<file path="config.mk">
export PLATFORM = sky130hd
export DESIGN_NAME = opsplit
export DESIGN_NICKNAME = d
export VERILOG_FILES = /design/src/rtl/opsplit.sv
export SDC_FILE = /design/constraint.sdc
export NUM_CORES = 1
export LEC_CHECK = 0
export BUFFER_PORTS_ARGS = -buffer_cell sky130_fd_sc_hd__buf_4
export CAP_MARGIN = 5
export CORE_UTILIZATION = 56
export DETAILED_ROUTE_END_ITERATION = 6
export GPL_ROUTABILITY_DRIVEN = 0
export GPL_TIMING_DRIVEN = 0
export PLACE_DENSITY = 0.87
export SYNTH_ARGS = -nofsm -noshare
export SYNTH_HDL_FRONTEND = slang
export SYNTH_SLANG_ARGS = --single-unit
</file>
<file path="constraint.sdc">
create_clock -name clk -period 8.98 [get_ports clk]
set_input_delay 1.347 -clock clk [delete_from_list [all_inputs] [get_ports clk]]
set_output_delay 1.347 -clock clk [all_outputs]
set_load 0.01 [all_outputs]
</file>
<file path="src/rtl/opsplit.sv">
module opsplit #(
  parameter int AW = 32
) (
  input  logic          clk,
  input  logic          rst_n,
  input  logic          req_valid,
  output logic          req_ready,
  input  logic [AW-1:0] req_addr,
  input  logic [1:0]    req_size,
  input  logic          req_write,
  input  logic [31:0]   req_wdata,
  output logic          bus_valid,
  input  logic          bus_ready,
  output logic [AW-1:0] bus_addr,
  output logic [1:0]    bus_size,
  output logic          bus_write,
  output logic [31:0]   bus_wdata,
  input  logic [31:0]   bus_rdata,
  output logic          done_valid,
  output logic [31:0]   done_rdata,
  output logic [1:0]    done_extra
);
  localparam logic [1:0] SZ_B = 2'd0, SZ_W = 2'd1, SZ_L = 2'd2;
  localparam logic [1:0] K_ALN = 2'd0, K_WODD = 2'd1, K_LODD = 2'd2, K_LHALF = 2'd3;

  logic          busy, wr, done_q;
  logic [1:0]    kind, idx, opsz, extra_q;
  logic [AW-1:0] addr_q;
  logic [31:0]   wsh, acc;

  logic [1:0] in_sz, in_kind, in_base;
  logic [2:0] in_bytes;
  assign in_sz    = req_size[1] ? SZ_L : req_size;
  assign in_bytes = (in_sz == SZ_L) ? 3'd4 : (in_sz == SZ_W) ? 3'd2 : 3'd1;
  assign in_kind  = (in_sz == SZ_W && req_addr[0]) ? K_WODD :
                    (in_sz == SZ_L && req_addr[0]) ? K_LODD :
                    (in_sz == SZ_L && req_addr[1]) ? K_LHALF : K_ALN;
  assign in_base  = (in_kind == K_LODD) ? 2'd2 : 2'd1;

  logic [1:0] ssz;
  logic       last;
  always_comb begin
    case (kind)
      K_ALN:   ssz = opsz;
      K_WODD:  ssz = SZ_B;
      K_LODD:  ssz = (idx == 2'd1) ? SZ_W : SZ_B;
      default: ssz = SZ_W;
    endcase
  end
  assign last = (kind == K_ALN) || ((kind == K_LODD) ? (idx == 2'd2) : (idx == 2'd1));

  logic [2:0]  sbytes;
  logic [5:0]  sbits;
  logic [31:0] rmask;
  logic        go, ack;
  assign sbytes = (ssz == SZ_L) ? 3'd4 : (ssz == SZ_W) ? 3'd2 : 3'd1;
  assign sbits  = {sbytes, 3'b000};
  assign rmask  = ~(32'hFFFF_FFFF << sbits);
  assign go     = req_valid && !busy;
  assign ack    = busy && bus_ready;

  always_ff @(posedge clk) begin
    if (!rst_n) begin
      busy    <= 1'b0;
      done_q  <= 1'b0;
      kind    <= K_ALN;
      idx     <= 2'd0;
      opsz    <= SZ_B;
      wr      <= 1'b0;
      addr_q  <= '0;
      wsh     <= '0;
      acc     <= '0;
      extra_q <= 2'd0;
    end else begin
      done_q <= ack && last;
      if (go) begin
        busy    <= 1'b1;
        kind    <= in_kind;
        idx     <= 2'd0;
        opsz    <= in_sz;
        wr      <= req_write;
        addr_q  <= req_addr;
        wsh     <= req_wdata << (6'd32 - {in_bytes, 3'b000});
        acc     <= '0;
        extra_q <= (in_kind == K_ALN) ? 2'd0 : in_base + {1'b0, ~req_write};
      end else if (ack) begin
        idx    <= idx + 2'd1;
        addr_q <= addr_q + {{(AW-3){1'b0}}, sbytes};
        wsh    <= wsh << sbits;
        if (!wr) acc <= (acc << sbits) | (bus_rdata & rmask);
        if (last) busy <= 1'b0;
      end
    end
  end

  assign req_ready  = !busy;
  assign bus_valid  = busy;
  assign bus_addr   = addr_q;
  assign bus_size   = ssz;
  assign bus_write  = wr;
  assign bus_wdata  = wr ? (wsh >> (6'd32 - sbits)) : 32'd0;
  assign done_valid = done_q;
  assign done_rdata = acc;
  assign done_extra = extra_q;

  a_r10_hold_on_stall: assert property (@(posedge clk) disable iff (!rst_n)
    bus_valid && !bus_ready |=> $stable(bus_addr) && $stable(bus_size) &&
                                $stable(bus_write) && $stable(bus_wdata));

  a_r6_natural_align: assert property (@(posedge clk) disable iff (!rst_n)
    bus_valid |-> (bus_size == SZ_B) || (bus_size == SZ_W && !bus_addr[0]) ||
                  (bus_size == SZ_L && bus_addr[1:0] == 2'b00));

  a_r1_done_follows_ack: assert property (@(posedge clk) disable iff (!rst_n)
    done_valid |-> $past(bus_valid && bus_ready));

  a_r1_ready_with_done: assert property (@(posedge clk) disable iff (!rst_n)
    done_valid |-> req_ready && !bus_valid);

  a_r1_single_done: assert property (@(posedge clk) disable iff (!rst_n)
    done_valid |=> !done_valid);
endmodule

</file>
==> results of run 1 <==
routing by layer:
metal | wire, µm | global-route usage
met5 | 0 | 0
met4 | 556 | 0.142
met3 | 2210 | 0.0808
met2 | 9750 | 0.605
met1 | 8410 | 0.456
worst paths after layout:
path              startpoint            end  depth (start not counted)
hold reg to reg      opsz[0]        opsz[0]                          2
setup reg to reg      idx[0]   bus_addr[16]                         13
hold / removal       opsz[0]        opsz[0]                          2
setup / recovery      idx[1]  bus_wdata[16]                         11
power by group through the flow:
| stage | sequential [µW] | clock [µW] | combinational (µW) |
|---|---|---|---|
| after floorplan | 541 | 0 | 144 |
| after global placement | 541 | 0 | 258 |
| after detailed placement | 542 | 0 | 262 |
| after CTS | 531 | 403 | 264 |
| after global routing | 536 | 425 | 291 |
| final | 532 | 406 | 268 |
cells in the final DEF (no fill, tap or decap), types with 9 or more instances in the layout:
cell type and count:
dfxtp_1 107, o21ai_1 15, mux2i_1 32, a22oi_1 38, nand4_1 10, clkbuf_16 9, and2_1 13, buf_4 207
a211oi_1 9, buf_2 13, inv_1 15, nor3_1 19, a21oi_1 53, nor2_1 66, and3_1 24, a221oi_1 15
nand2_1 78, o21ai_0 49, clkbuf_1 46, xnor2_1 18, nand3_1 29, mux2_1 23, xor2_1 10
kinds of logic (layout without fill, tap and decap cells):
| group | count (synthesis) | in the layout |
|---|---|---|
| DFF | 107 | 107 |
| muxes | 56 | 56 |
| adders and majority gates | 9 | 9 |
| xor gates and xnor gates | 28 | 28 |
| buffers and inverters | 83 | 303 |
| and+or+nand+nor | 267 | 267 |
| AOI/OAI and AO/OA | 236 | 236 |
state kept, by name, indices dropped and copies added, names as in the netlist, named ones only:
name        cells
bus_write       1
kind            2
bus_valid       1
opsz            2
idx             2
done_extra      2
done_rdata     24
done_valid      1
wsh            32
bus_addr       32
stage by stage:
stage | setup slack, ps | power [µW] | cell area (µm²) | instances
after floorplan | 5410 | 685 | 6340 | 786
after global placement | 4870 | 799 | 8050 | 1131
after detailed placement | 4710 | 803 | 8050 | 1131
after CTS | 4300 | 1200 | 8350 | 1146
after global routing | 4030 | 1250 | 8350 | 1146
final | 4330 | 1210 | 8350 | 1146
critical path: stages, from the launching register on:
cell      delay (ps)
dfxtp_1          360
inv_1             60
ha_1             190
o21ai_0          140
o21a_1           190
ha_1             200
buf_2            200
buf_1            480
clkbuf_1         470
nand2_1          310
nor2_1           200
buf_4            140
area by class of cell:
type                            instances  area [µm²]
Multi-Input combinational cell        596        3860
Fill cell                             845        2580
Sequential cell                       107        2140
Timing Repair Buffer                  205        1540
Buffer                                 66         272
Clock buffer                            9         225
Tap cell                              140         175
Clock inverter                          6        72.6
Inverter                               17        63.8
==> metrics.txt, run 1 <==
Comb pwr share 0.222; Synth Area in Compound Gates 0.251; DP HPWL around 16000 µm; Post-CTS Setup Bufs 0; Die Width 108 µm; DRC viols 0; Sw Pwr 370 µW; final core utilization 0.764; Synth Cell Area 6340 µm²; io pins between 200 and 250; Final ANT Viol Nets 0; kind of critical path flop to primary output; Synth Net Count 898; clock-pin slew on the worst setup and hold paths 70 ps; post-synth top area share 0.338; WL/cell 18.3 µm; total gr overflow 0; vias in the first global route 6588; HP Class flop to flop; Startpoint Class flop; Final nets 1114; clock root cell clkbuf_16; post-synthesis cell type count 58; first-pass GRT wire length around 33000 µm; FFs w/ async S/R, synth 0; slew margin rel. 0.275; sequential element share of the synthesized area 0.338; I/O Buffers about 210; DR pass1 iterations 5; number of flops mapped to enable cells by yosys 0; worst vdd ir 0.0000886 V; # diodes 0; CTS sink count around 110; post-synthesis register bit count 107; crit path max fanout 10; Total Wirelength about 21000 µm; vias per std cell 6.16; CTS resizes 0; xor and xnor area share after synthesis 0.0387; Ys Warns 0; GRT Total Usage 0.363; Final setup viols 0; DRT iter0 DRCs 626; ys flop type dfxtp_1; cell-internal power 836 µW; P&R area growth vs syn 31.7%; die area 11700 µm²; clock share of power 0.336; Hold-fix buffers, CTS 0; num rows 38; period utilisation layout 0.518; CP Capture Type primary output; Hold Fails Final Rpt 0; cell with the most instances after synthesis dfxtp_1; TNS Setup 0 ps; Gate Count Post-Synth 786; synth top area cells dfxtp_1, mux2i_1, nand2_1; Synth Area in Simple Gates 0.207; CTS HTree Levels 3; Adder-Cell Fraction of Synth Area 0.0189; WP data required 7630 ps; CTS Buf Count 9; clk buf depth 2; Final Skew around 12 ps; initial core utilization 0.580; CORE AREA 10900 µm²; vias post-DR approximately 7100; layout cells sized above 1 0.249; clk_lat worst skew 360 ps; Data arrival, critical path 3300 ps; sequential power share 0.442; mux contribution to synthesized area 0.0932; Post-synth top cells dfxtp_1, nand2_1, nor2_1; Hold WS roughly 470 ps; main combinational cell family by area after synthesis compound AO/OA/AOI/OAI gates; CTS tree built; outcome finished, final reports clean; max-cap violations 0; Power Dens Cells 144 nW/µm²; Die Y between 100 and 150 µm; RSZ-0062 raised after global routing no; initial antenna violation count 0; Leakage 0.00353 µW; syn_area_per_cell 8.06 µm²; Slew Limit Fails 0; cell taking the most area after synthesis dfxtp_1; shortest period the worst path allows 4650 ps; FMAX roughly 210 MHz; pin slew with the least headroom to its limit 1080 ps; switching share of power 0.307; largest net degree at the start of global routing 19; reg2reg setup slack 5370 ps
Power figures use the tool's default switching activity.
==> run 2, diff against run 1 <==
CORE_UTILIZATION = 47   (was 56)
PLACE_DENSITY = 0.78   (was 0.87)
clock period = 3.9 ns   (was 8.98 ns; I/O delays follow)
==> metrics.txt, run 2 (synthesis results as in run 1) <==
outcome finished, final reports clean (unchanged); Die Y 118 µm (was 108 µm); CORE AREA 13200 µm² (was 10900 µm²); kind of critical path flop to primary output (unchanged); Final nets 1113 (was 1114); Post-CTS Setup Bufs 0 (unchanged); slew margin rel. 0.361 (was 0.275); WP data required 3310 ps (was 7630 ps); Startpoint Class flop (unchanged); DR pass1 iterations 5 (unchanged); initial antenna violation count 0 (unchanged); CTS Buf Count 9 (unchanged); first-pass GRT wire length 34700 µm (was 33400 µm); P&R area growth vs syn 32.7% (was 31.7%); CP Capture Type primary output (unchanged); Leakage 0.00355 µW (was 0.00353 µW); clock root cell clkbuf_16 (unchanged); Slew Limit Fails 0 (unchanged); shortest period the worst path allows roughly 3700 ps; vias in the first global route 6726 (was 6588); DRT iter0 DRCs 647 (was 626); CTS HTree Levels 3 (unchanged); period utilisation layout 0.942; Final setup viols 0 (unchanged); HP Class primary input to flop (was flop to flop); DP HPWL 16500 µm (was 16000 µm); Hold Fails Final Rpt 0 (unchanged); placed insts 1167 (was 1131); total gr overflow 0 (unchanged); Final Skew 14.4 ps (was 11.6 ps); Data arrival, critical path 3090 ps (was 3300 ps); Final ANT Viol Nets 0 (unchanged); clock-pin slew on the worst setup and hold paths 70 ps (about the same); Total Wirelength 21500 µm (was 20900 µm); Power Dens Cells 338 nW/µm² (was 144 nW/µm²); RSZ-0062 raised after global routing no (unchanged); die area 14000 µm² (was 11700 µm²); clk buf depth 2 (unchanged); vias per std cell 5.94 (was 6.16); Hold WS 451 ps (was 471 ps); Final Non-Filler Cells 1181 (was 1146); # diodes 0 (unchanged); clk_lat worst skew 370 ps (was 360 ps); WL/cell 18.2 µm (was 18.3 µm); max-cap violations 0 (unchanged); io pins 207 (unchanged); most common cell after layout, fill and taps aside buf_4 (unchanged); initial core utilization 0.481 (was 0.580); FMAX 272 MHz; CTS tree built (unchanged); layout cells sized above 1 0.250 (was 0.249); I/O Buffers 205 (unchanged); worst vdd ir 0.000275 V (was 0.0000886 V); most frequent cells in the layout buf_4, dfxtp_1, nand2_1, nor2_1, a21oi_1 (unchanged); DRC viols 0 (unchanged); CTS sink count 107 (unchanged); largest net degree at the start of global routing 18 (was 19); vias post-DR 7018 (was 7064); pin slew with the least headroom to its limit 950 ps (was 1080 ps); num rows 42 (was 38); GRT Total Usage 0.311 (was 0.363); Die Width 118 µm (was 108 µm); TNS Setup 0 ps (unchanged); crit path max fanout 15 (was 10)
## run 2: cell count changes in the layout (fill, tap and decap cells not counted), sizes merged
cell and change:
buf -1, bufinv +1, clkinv +2, clkinvlp -1, inv -2
## run 2: path summary, 6_finish.rpt
kind                              startpoint             to  slack [ps]  depth (start not counted)
worst max register to register        idx[0]   bus_addr[16]         270                         13
worst max-delay path                  idx[1]  bus_wdata[15]         230                         11
worst min-delay path            req_addr[28]   bus_addr[28]         450                          3
worst min register to register          flop           flop         470                          1
## run 2: report_power, final
group          switching (µW)  internal, µW
clock                     436           562
combinational             345           270
sequential               75.3          1150
## run 2: cell type report
type	instances	area (µm²)
fill	1189	4780
clock buffer	9	225
tap	176	220
multi-input combinational	596	3860
buffer	65	269
clock inverter	6	91.3
timing repair buffer	205	1540
sequential	107	2140
inverter	17	63.8
## run 2: critical path, cell delays in order, from the launching register on
cell	delay, ps
dfxtp_1	350
inv_1	50
ha_1	190
o21ai_0	150
o21a_1	190
ha_1	230
buf_2	350
clkbuf_1	560
mux2i_1	250
o21ai_0	90
and2_1	180
buf_4	140
## run 2: stage by stage
stage	area [µm²]	util	total power [µW]	worst slack (ps)
CTS	8410	0.638	2830	16.9
global placement	8100	0.614	1850	436
finish	8410	0.638	2840	226
detailed placement	8100	0.614	1860	341
floorplan	6340	-	1580	790
global route	8410	0.638	2940	17.7
## run 2: repair_timing
| item | 4_1_cts | 5_1_grt |
|---|---|---|
| hold endpoints to repair | 0 | 0 |
| hold buffers | 0 | 0 |
| setup endpoints to repair | 0 | 10 |
| gates resized for setup | 0 | 2 |
## run 2: metal layers
metal	global-route usage	up-vias	share of wire
met3	0.0705	49	0.091
met2	0.510	366	0.47
met5	0	-	0
met4	0.131	0	0.027
met1	0.391	3279	0.42
li1	-	3324	-
